==> src/rtl/ivc_pkg.sv <==
package ivc_pkg;
  typedef enum logic [1:0] {
    TRG_LOW  = 2'b00,
    TRG_HIGH = 2'b01,
    TRG_FALL = 2'b10,
    TRG_RISE = 2'b11
  } trig_e;

  // word indices (byte address / 4)
  localparam int unsigned W_RAW   = 'h40;
  localparam int unsigned W_PEND  = 'h41;
  localparam int unsigned W_VEC   = 'h43;
  localparam int unsigned W_CUR   = 'h44;
  localparam int unsigned W_MASK  = 'h45;
  localparam int unsigned W_OUT   = 'h46;
  localparam int unsigned W_MSET  = 'h48;
  localparam int unsigned W_MCLR  = 'h49;
  localparam int unsigned W_SSET  = 'h4A;
  localparam int unsigned W_SCLR  = 'h4B;
  localparam int unsigned W_EOS   = 'h4C;
endpackage

==> src/rtl/ivc_src_cell.sv <==
module ivc_src_cell
  import ivc_pkg::*;
(
  input  logic       clk,
  input  logic       rst_n,
  input  logic       src_i,
  input  trig_e      trig_i,
  input  logic       set_i,
  input  logic       clr_i,
  output logic       pend_o
);
  logic src_q, lvl_q, latch_q, edge_hit, is_level;

  assign is_level = (trig_i == TRG_LOW) || (trig_i == TRG_HIGH);

  always_comb begin
    unique case (trig_i)
      TRG_RISE: edge_hit = src_i & ~src_q;
      TRG_FALL: edge_hit = ~src_i & src_q;
      default:  edge_hit = 1'b0;
    endcase
  end

  always_ff @(posedge clk or negedge rst_n) begin
    if (!rst_n) begin
      src_q   <= 1'b0;
      lvl_q   <= 1'b0;
      latch_q <= 1'b0;
    end else begin
      src_q   <= src_i;
      lvl_q   <= (trig_i == TRG_HIGH) ? src_i : ~src_i;
      // a fresh set or edge wins over any clear in the same cycle
      latch_q <= set_i | edge_hit | (latch_q & ~clr_i);
    end
  end

  assign pend_o = is_level ? (lvl_q | latch_q) : latch_q;

  p_edge_wins_r10: assert property (@(posedge clk) disable iff (!rst_n)
    edge_hit |=> latch_q);
  p_set_wins_r9: assert property (@(posedge clk) disable iff (!rst_n)
    set_i |=> latch_q);
endmodule

==> src/rtl/ivc_arbiter.sv <==
module ivc_arbiter #(
  parameter int unsigned N_SRC  = 32,
  parameter int unsigned PRIO_W = 3,
  localparam int unsigned IDX_W = $clog2(N_SRC)
) (
  input  logic [N_SRC-1:0]  act_i,
  input  logic [PRIO_W-1:0] prio_i [N_SRC],
  output logic              win_vld_o,
  output logic [IDX_W-1:0]  win_idx_o
);
  logic [PRIO_W-1:0] best;

  // ascending scan with strict compare: ties keep the lower number
  always_comb begin
    win_vld_o = 1'b0;
    win_idx_o = '0;
    best      = '0;
    for (int i = 0; i < N_SRC; i++) begin
      if (act_i[i] && (!win_vld_o || prio_i[i] > best)) begin
        win_vld_o = 1'b1;
        win_idx_o = IDX_W'(i);
        best      = prio_i[i];
      end
    end
  end
endmodule

==> src/rtl/ivc_top.sv <==
module ivc_top
  import ivc_pkg::*;
#(
  parameter int unsigned N_SRC  = 32,
  parameter int unsigned PRIO_W = 3,
  parameter int unsigned ADDR_W = 12,
  parameter int unsigned DATA_W = 32
) (
  input  logic              clk,
  input  logic              rst_n,
  input  logic [N_SRC-1:0]  src_i,
  input  logic              req_valid,
  output logic              req_ready,
  input  logic              req_write,
  input  logic [ADDR_W-1:0] req_addr,
  input  logic [DATA_W-1:0] req_wdata,
  output logic              rsp_valid,
  output logic [DATA_W-1:0] rsp_rdata,
  output logic              irq_n
);
  localparam int unsigned IDX_W = $clog2(N_SRC);
  localparam int unsigned WRD_W = ADDR_W - 2;

  trig_e             trig_q [N_SRC];
  logic [PRIO_W-1:0] prio_q [N_SRC];
  logic [N_SRC-1:0]  mask_q, pend, act, set_v, clr_v, ack_v;
  logic [IDX_W-1:0]  cur_q, win_idx;
  logic              in_svc_q, win_vld;
  logic              wr_fire, rd_fire, aligned, ack_fire, eos_wr;
  logic [WRD_W-1:0]  word;
  logic [DATA_W-1:0] rd_mux, ctl_rd;
  logic [N_SRC-1:0]  wbits;
  logic              unused_wdata;

  assign req_ready    = 1'b1;
  assign wr_fire      = req_valid & req_write;
  assign rd_fire      = req_valid & ~req_write;
  assign aligned      = (req_addr[1:0] == 2'b00);
  assign word         = req_addr[ADDR_W-1:2];
  assign wbits        = req_wdata[N_SRC-1:0];
  assign unused_wdata = ^req_wdata;

  function automatic logic hit(input logic [WRD_W-1:0] w, input int unsigned idx);
    return aligned && (int'(w) == idx);
  endfunction

  // ---------------- per-source detection ----------------
  genvar g;
  generate
    for (g = 0; g < N_SRC; g++) begin : g_src
      ivc_src_cell u_cell (
        .clk    (clk),
        .rst_n  (rst_n),
        .src_i  (src_i[g]),
        .trig_i (trig_q[g]),
        .set_i  (set_v[g]),
        .clr_i  (clr_v[g]),
        .pend_o (pend[g])
      );
    end
  endgenerate

  assign act = pend & mask_q;

  ivc_arbiter #(.N_SRC(N_SRC), .PRIO_W(PRIO_W)) u_arb (
    .act_i     (act),
    .prio_i    (prio_q),
    .win_vld_o (win_vld),
    .win_idx_o (win_idx)
  );

  // ---------------- command decode ----------------
  assign ack_fire = rd_fire && hit(word, W_VEC) && win_vld;
  assign eos_wr   = wr_fire && hit(word, W_EOS);
  assign ack_v    = ack_fire ? (N_SRC'(1) << win_idx) : '0;
  assign set_v    = (wr_fire && hit(word, W_SSET)) ? wbits : '0;
  assign clr_v    = ack_v | ((wr_fire && hit(word, W_SCLR)) ? wbits : '0);

  // ---------------- control words and mask ----------------
  always_ff @(posedge clk or negedge rst_n) begin
    if (!rst_n) begin
      for (int i = 0; i < N_SRC; i++) begin
        trig_q[i] <= TRG_HIGH;
        prio_q[i] <= '0;
      end
      mask_q <= '0;
    end else if (wr_fire) begin
      for (int i = 0; i < N_SRC; i++) begin
        if (hit(word, i)) begin
          trig_q[i] <= trig_e'(req_wdata[7:6]);
          prio_q[i] <= req_wdata[PRIO_W-1:0];
        end
      end
      if (hit(word, W_MSET)) mask_q <= mask_q | wbits;
      if (hit(word, W_MCLR)) mask_q <= mask_q & ~wbits;
    end
  end

  // ---------------- service state ----------------
  always_ff @(posedge clk or negedge rst_n) begin
    if (!rst_n) begin
      in_svc_q <= 1'b0;
      cur_q    <= '0;
    end else if (ack_fire) begin
      in_svc_q <= 1'b1;
      cur_q    <= win_idx;
    end else if (eos_wr) begin
      in_svc_q <= 1'b0;
    end
  end

  assign irq_n = ~(win_vld & ~in_svc_q);

  // ---------------- read path ----------------
  always_comb begin
    ctl_rd = '0;
    for (int i = 0; i < N_SRC; i++) begin
      if (hit(word, i)) begin
        ctl_rd[7:6]        = trig_q[i];
        ctl_rd[PRIO_W-1:0] = prio_q[i];
      end
    end
  end

  always_comb begin
    rd_mux = ctl_rd;
    if (hit(word, W_RAW))  rd_mux = DATA_W'(src_i);
    if (hit(word, W_PEND)) rd_mux = DATA_W'(pend);
    if (hit(word, W_VEC))  rd_mux = win_vld ? (DATA_W'(win_idx) << 2) : '0;
    if (hit(word, W_CUR))  rd_mux = DATA_W'(cur_q);
    if (hit(word, W_MASK)) rd_mux = DATA_W'(mask_q);
    if (hit(word, W_OUT))  rd_mux = DATA_W'(act);
  end

  always_ff @(posedge clk or negedge rst_n) begin
    if (!rst_n) begin
      rsp_valid <= 1'b0;
      rsp_rdata <= '0;
    end else begin
      rsp_valid <= rd_fire;
      if (rd_fire) rsp_rdata <= rd_mux;
    end
  end

  // ---------------- assertions ----------------
  p_win_active_r6: assert property (@(posedge clk) disable iff (!rst_n)
    win_vld |-> act[win_idx]);
  p_mask_set_r3: assert property (@(posedge clk) disable iff (!rst_n)
    (wr_fire && hit(word, W_MSET)) |=> ((mask_q & $past(wbits)) == $past(wbits)));
  p_mask_clr_r3: assert property (@(posedge clk) disable iff (!rst_n)
    (wr_fire && hit(word, W_MCLR)) |=> ((mask_q & $past(wbits)) == '0));
  p_ack_quiet_r7: assert property (@(posedge clk) disable iff (!rst_n)
    ack_fire |=> irq_n);
  p_eos_release_r8: assert property (@(posedge clk) disable iff (!rst_n)
    eos_wr |=> !in_svc_q);
  p_svc_hold_r8: assert property (@(posedge clk) disable iff (!rst_n)
    (in_svc_q && !eos_wr) |=> in_svc_q);
  p_rsp_once_r12: assert property (@(posedge clk) disable iff (!rst_n)
    rd_fire |=> rsp_valid);
  p_rsp_none_r12: assert property (@(posedge clk) disable iff (!rst_n)
    !rd_fire |=> !rsp_valid);
endmodule

==> config.mk <==
export PLATFORM = sky130hd
export DESIGN_NAME = ivc_top
export DESIGN_NICKNAME = d
export VERILOG_FILES = /design/src/rtl/ivc_pkg.sv /design/src/rtl/ivc_src_cell.sv /design/src/rtl/ivc_arbiter.sv /design/src/rtl/ivc_top.sv
export SDC_FILE = /design/constraint.sdc
export NUM_CORES = 1
export LEC_CHECK = 0
export ABC_AREA = 1
export BUFFER_PORTS_ARGS = -buffer_cell sky130_fd_sc_hd__buf_2
export CAP_MARGIN = 20
export CORE_MARGIN = 2
export CORE_UTILIZATION = 45
export CTS_BUF_LIST = sky130_fd_sc_hd__clkbuf_4 sky130_fd_sc_hd__clkbuf_8 sky130_fd_sc_hd__clkbuf_16
export CTS_CLUSTER_SIZE = 24
export DETAILED_ROUTE_END_ITERATION = 7
export GPL_ROUTABILITY_DRIVEN = 0
export PLACE_DENSITY_LB_ADDON = 0.2
export SLEW_MARGIN = 20
export SYNTH_ARGS = -nofsm -noshare
export SYNTH_HDL_FRONTEND = slang
export SYNTH_SLANG_ARGS = --single-unit
==> constraint.sdc <==
create_clock -name clk -period 44.3 [get_ports clk]
set_input_delay 2.215 -clock clk [delete_from_list [all_inputs] [get_ports clk]]
set_output_delay 2.215 -clock clk [all_outputs]
set_load 0.02 [all_outputs]
==> results.yml <==
synth:
  synth_nets: 2903
  synth-edff-count: 0
  synth_cell_type_count: 51
  async_flop_share: 1.000
  synth_area_mm2: 0.02023
  synthSimpleGateAreaFrac: 0.2493
  synthAdderAreaFrac: 0.04267
  ys_ff_latch: 327
  synth_seq_area_share: 0.4064
  yosys_warnings: 0
  synth_top_family_by_area: "simple AND/OR/NAND/NOR gates"
  synth.area.mux_share: 0.001051
  avgSynthCellArea_um2: 7.347
  synth_compound_area_frac: 0.1990
  synthFlopType: "dfrtp_1"
  syn_inst: 2754
  synthXorXnorAreaFrac: 0.01385
floorplanning:
  coreArea_mm2: 0.04432
  row_count: 77
  initial_utilization: 0.4566
  io_pins: 115
  fp.dieW_um: 216.1
  die_h_um: 216.1
  die_area_mm2: 0.04668
critical_path:
  crit_path_end_kind: "register"
  critPathMaxStageDelay_ns: 0.40
  cp_slowest_cell: "dfrtp_1"
  start_kind: "register"
  path_common_cell: "o21ai_0"
  critPathArrivalTime_ns: 38.53
  crit_required_ns: 44.73
  worst-path-max-fanout: 12
  critical_path_class: "reg2reg"
  rrSetupSlack_ns: 6.20
clock_network:
  clock_sinks: 327
  cts_max_path_buffers: 3
  cts-buffers-inserted: 38
  cts.reportedPaths.clkPinSlew_ns: 0.06
  cts.repair.resized: 0
  htree_levels: 2
  clkLatencyLatePin_ns: 0.57
  hold_buffers: 0
  clockRootBuffer: "clkbuf_16"
  cts_tree: "built"
  post_cts_buffers: 0
route:
  dr.pass1.iters: 7
  drtAntennaViolNets: 0
  drt_iter0_markers: 1959
  vias: 19690
  vias_per_cell: 5.646
  wl_per_cell_um: 19.66
  drt_wl_total_um: 68560
  drcViolationCount: 0
placement:
  dpl.hpwl_um: 49050
  port_buffers: 113
grt:
  grt_pass1_vias: 19240
  overflow: 0
  grt_use_total: 0.2967
  grt_start_max_net_pins: 176
  antenna_found_initial: 5
  grt_pass1_wl_um: 107900
sta:
  slew_viol_final: 0
  final-hold-violation-count: 0
  fmax_mhz: 26.24
  skew_ns: 0.02195
  setup_viol: 0
  tns_ns: 0
  min_period_over_period: 0.8601
  relSlewSlack: 0.3014
  worst_slew_pin_slew_ns: 1.047
  fin_crit_ns: 38.10
  rsz0062_at_grt: "false"
status:
  outcome: "completed"
cells_and_area:
  mostFrequentLayoutCells: "727 x nand2_1, 442 x o21ai_0, 366 x inv_1"
  fin_nets: 3016
  final_common_cell: "nand2_1"
  layout-drive-gt1-share: 0.1326
  area_delta_synth_final_pct: 12.44
min_path:
  hp-class: "reg2reg"
job:
  cap_violations: 0
[path summary, 6_finish.rpt]
path / start / endpoint / cells after the start
max: trig_q[63]$_DFFE_PN0P_ / g_src[5].u_cell.latch_q$_DFF_PN0_ / 283
min: rsp_rdata[31]$_DFFE_PN0P_ / rsp_rdata[31]$_DFFE_PN0P_ / 2
max reg2reg: trig_q[63]$_DFFE_PN0P_ / g_src[5].u_cell.latch_q$_DFF_PN0_ / 283
min reg2reg: rsp_rdata[31]$_DFFE_PN0P_ / rsp_rdata[31]$_DFFE_PN0P_ / 2
max in group asynchronous: rst_n / prio_q[48]$_DFFE_PN0P_ / 3
min in group asynchronous: rst_n / asynchronous set/reset pin / 1
[layer usage]
metal	routed length [um]	GRT usage	vias up
li1	-	-	9307
met1	28870	0.3931	9414
met2	30150	0.4546	764
met3	5695	0.06232	201
met4	3806	0.1619	6
met5	37	0	-
[through the flow]
stage / instances / hold WS [ns] / setup WS [ns] / area [um2] / utilization
floorplan: 2754 / 0.4530 / 11.73 / 20230 / -
global placement: 3419 / 0.4593 / 9.029 / 21460 / 0.4843
detailed placement: 3419 / 0.4616 / 6.717 / 21470 / 0.4844
CTS: 3487 / 0.4772 / 6.598 / 22750 / 0.5133
global route: 3487 / 0.5046 / 1.608 / 22750 / 0.5133
finish: 3488 / 0.4718 / 6.197 / 22750 / 0.5134
[cell usage after synthesis, drive strengths merged (9+ instances only)]
cell | number | area, um2
nand4 | 27 | 175.2
dfrtp | 295 | 7382
a31oi | 16 | 100.1
ha | 69 | 863.3
o221ai | 9 | 78.83
clkbuf | 53 | 198.9
a221oi | 18 | 157.7
nor2 | 179 | 706.9
o211ai | 47 | 352.8
a21oi | 96 | 499.2
nand2 | 815 | 3402
dfstp | 32 | 840.8
o21ai | 453 | 2271
o22ai | 38 | 237.7
o21bai | 14 | 105.1
inv | 387 | 1460
xor2 | 32 | 280.3
nand3 | 114 | 680.7
[state kept, by name, summed over array words and instances (netlist names), named ones only]
name / count
prio_q: 96
g_src.u_cell.lvl_q: 32
rsp_rdata: 32
cur_q: 5
rsp_valid: 1
g_src.u_cell.latch_q: 32
trig_q: 64
in_svc_q: 1
g_src.u_cell.src_q: 32
[cell type report]
| class | instances | area [um2] |
|---|---|---|
| inverters | 394 | 1488 |
| flip-flops and latches | 327 | 8223 |
| clock buffers | 55 | 1140 |
| well taps | 592 | 740.7 |
| repair buffers | 134 | 745.7 |
| fillers | 4277 | 21570 |
| multi-input cells | 1972 | 10270 |
| diodes | 1 | 2.502 |
| clock inverters | 13 | 143.9 |
[worst max-delay path: cells and delay by family, from the launching register on]
| kind | cells | cell delay, ns |
|---|---|---|
| AND/OR/NAND/NOR | 136 | 12.28 |
| flip-flops | 1 | 0.40 |
| adder cells (fa/ha/maj) | 31 | 9.48 |
| buffers and inverters | 35 | 2.30 |
| AO/OA/AOI/OAI | 81 | 13.48 |
[cell families after synthesis]
kind of cell	after synthesis
XOR/XNOR	32
AND/OR/NAND/NOR	1149
other	1
flip-flops	327
buffers and inverters	455
multiplexers	2
adder cells (fa/ha/maj)	69
AO/OA/AOI/OAI	719
Power is not shown: default switching activity piles up to over one toggle a cycle in this logic, so the estimate is an artifact.
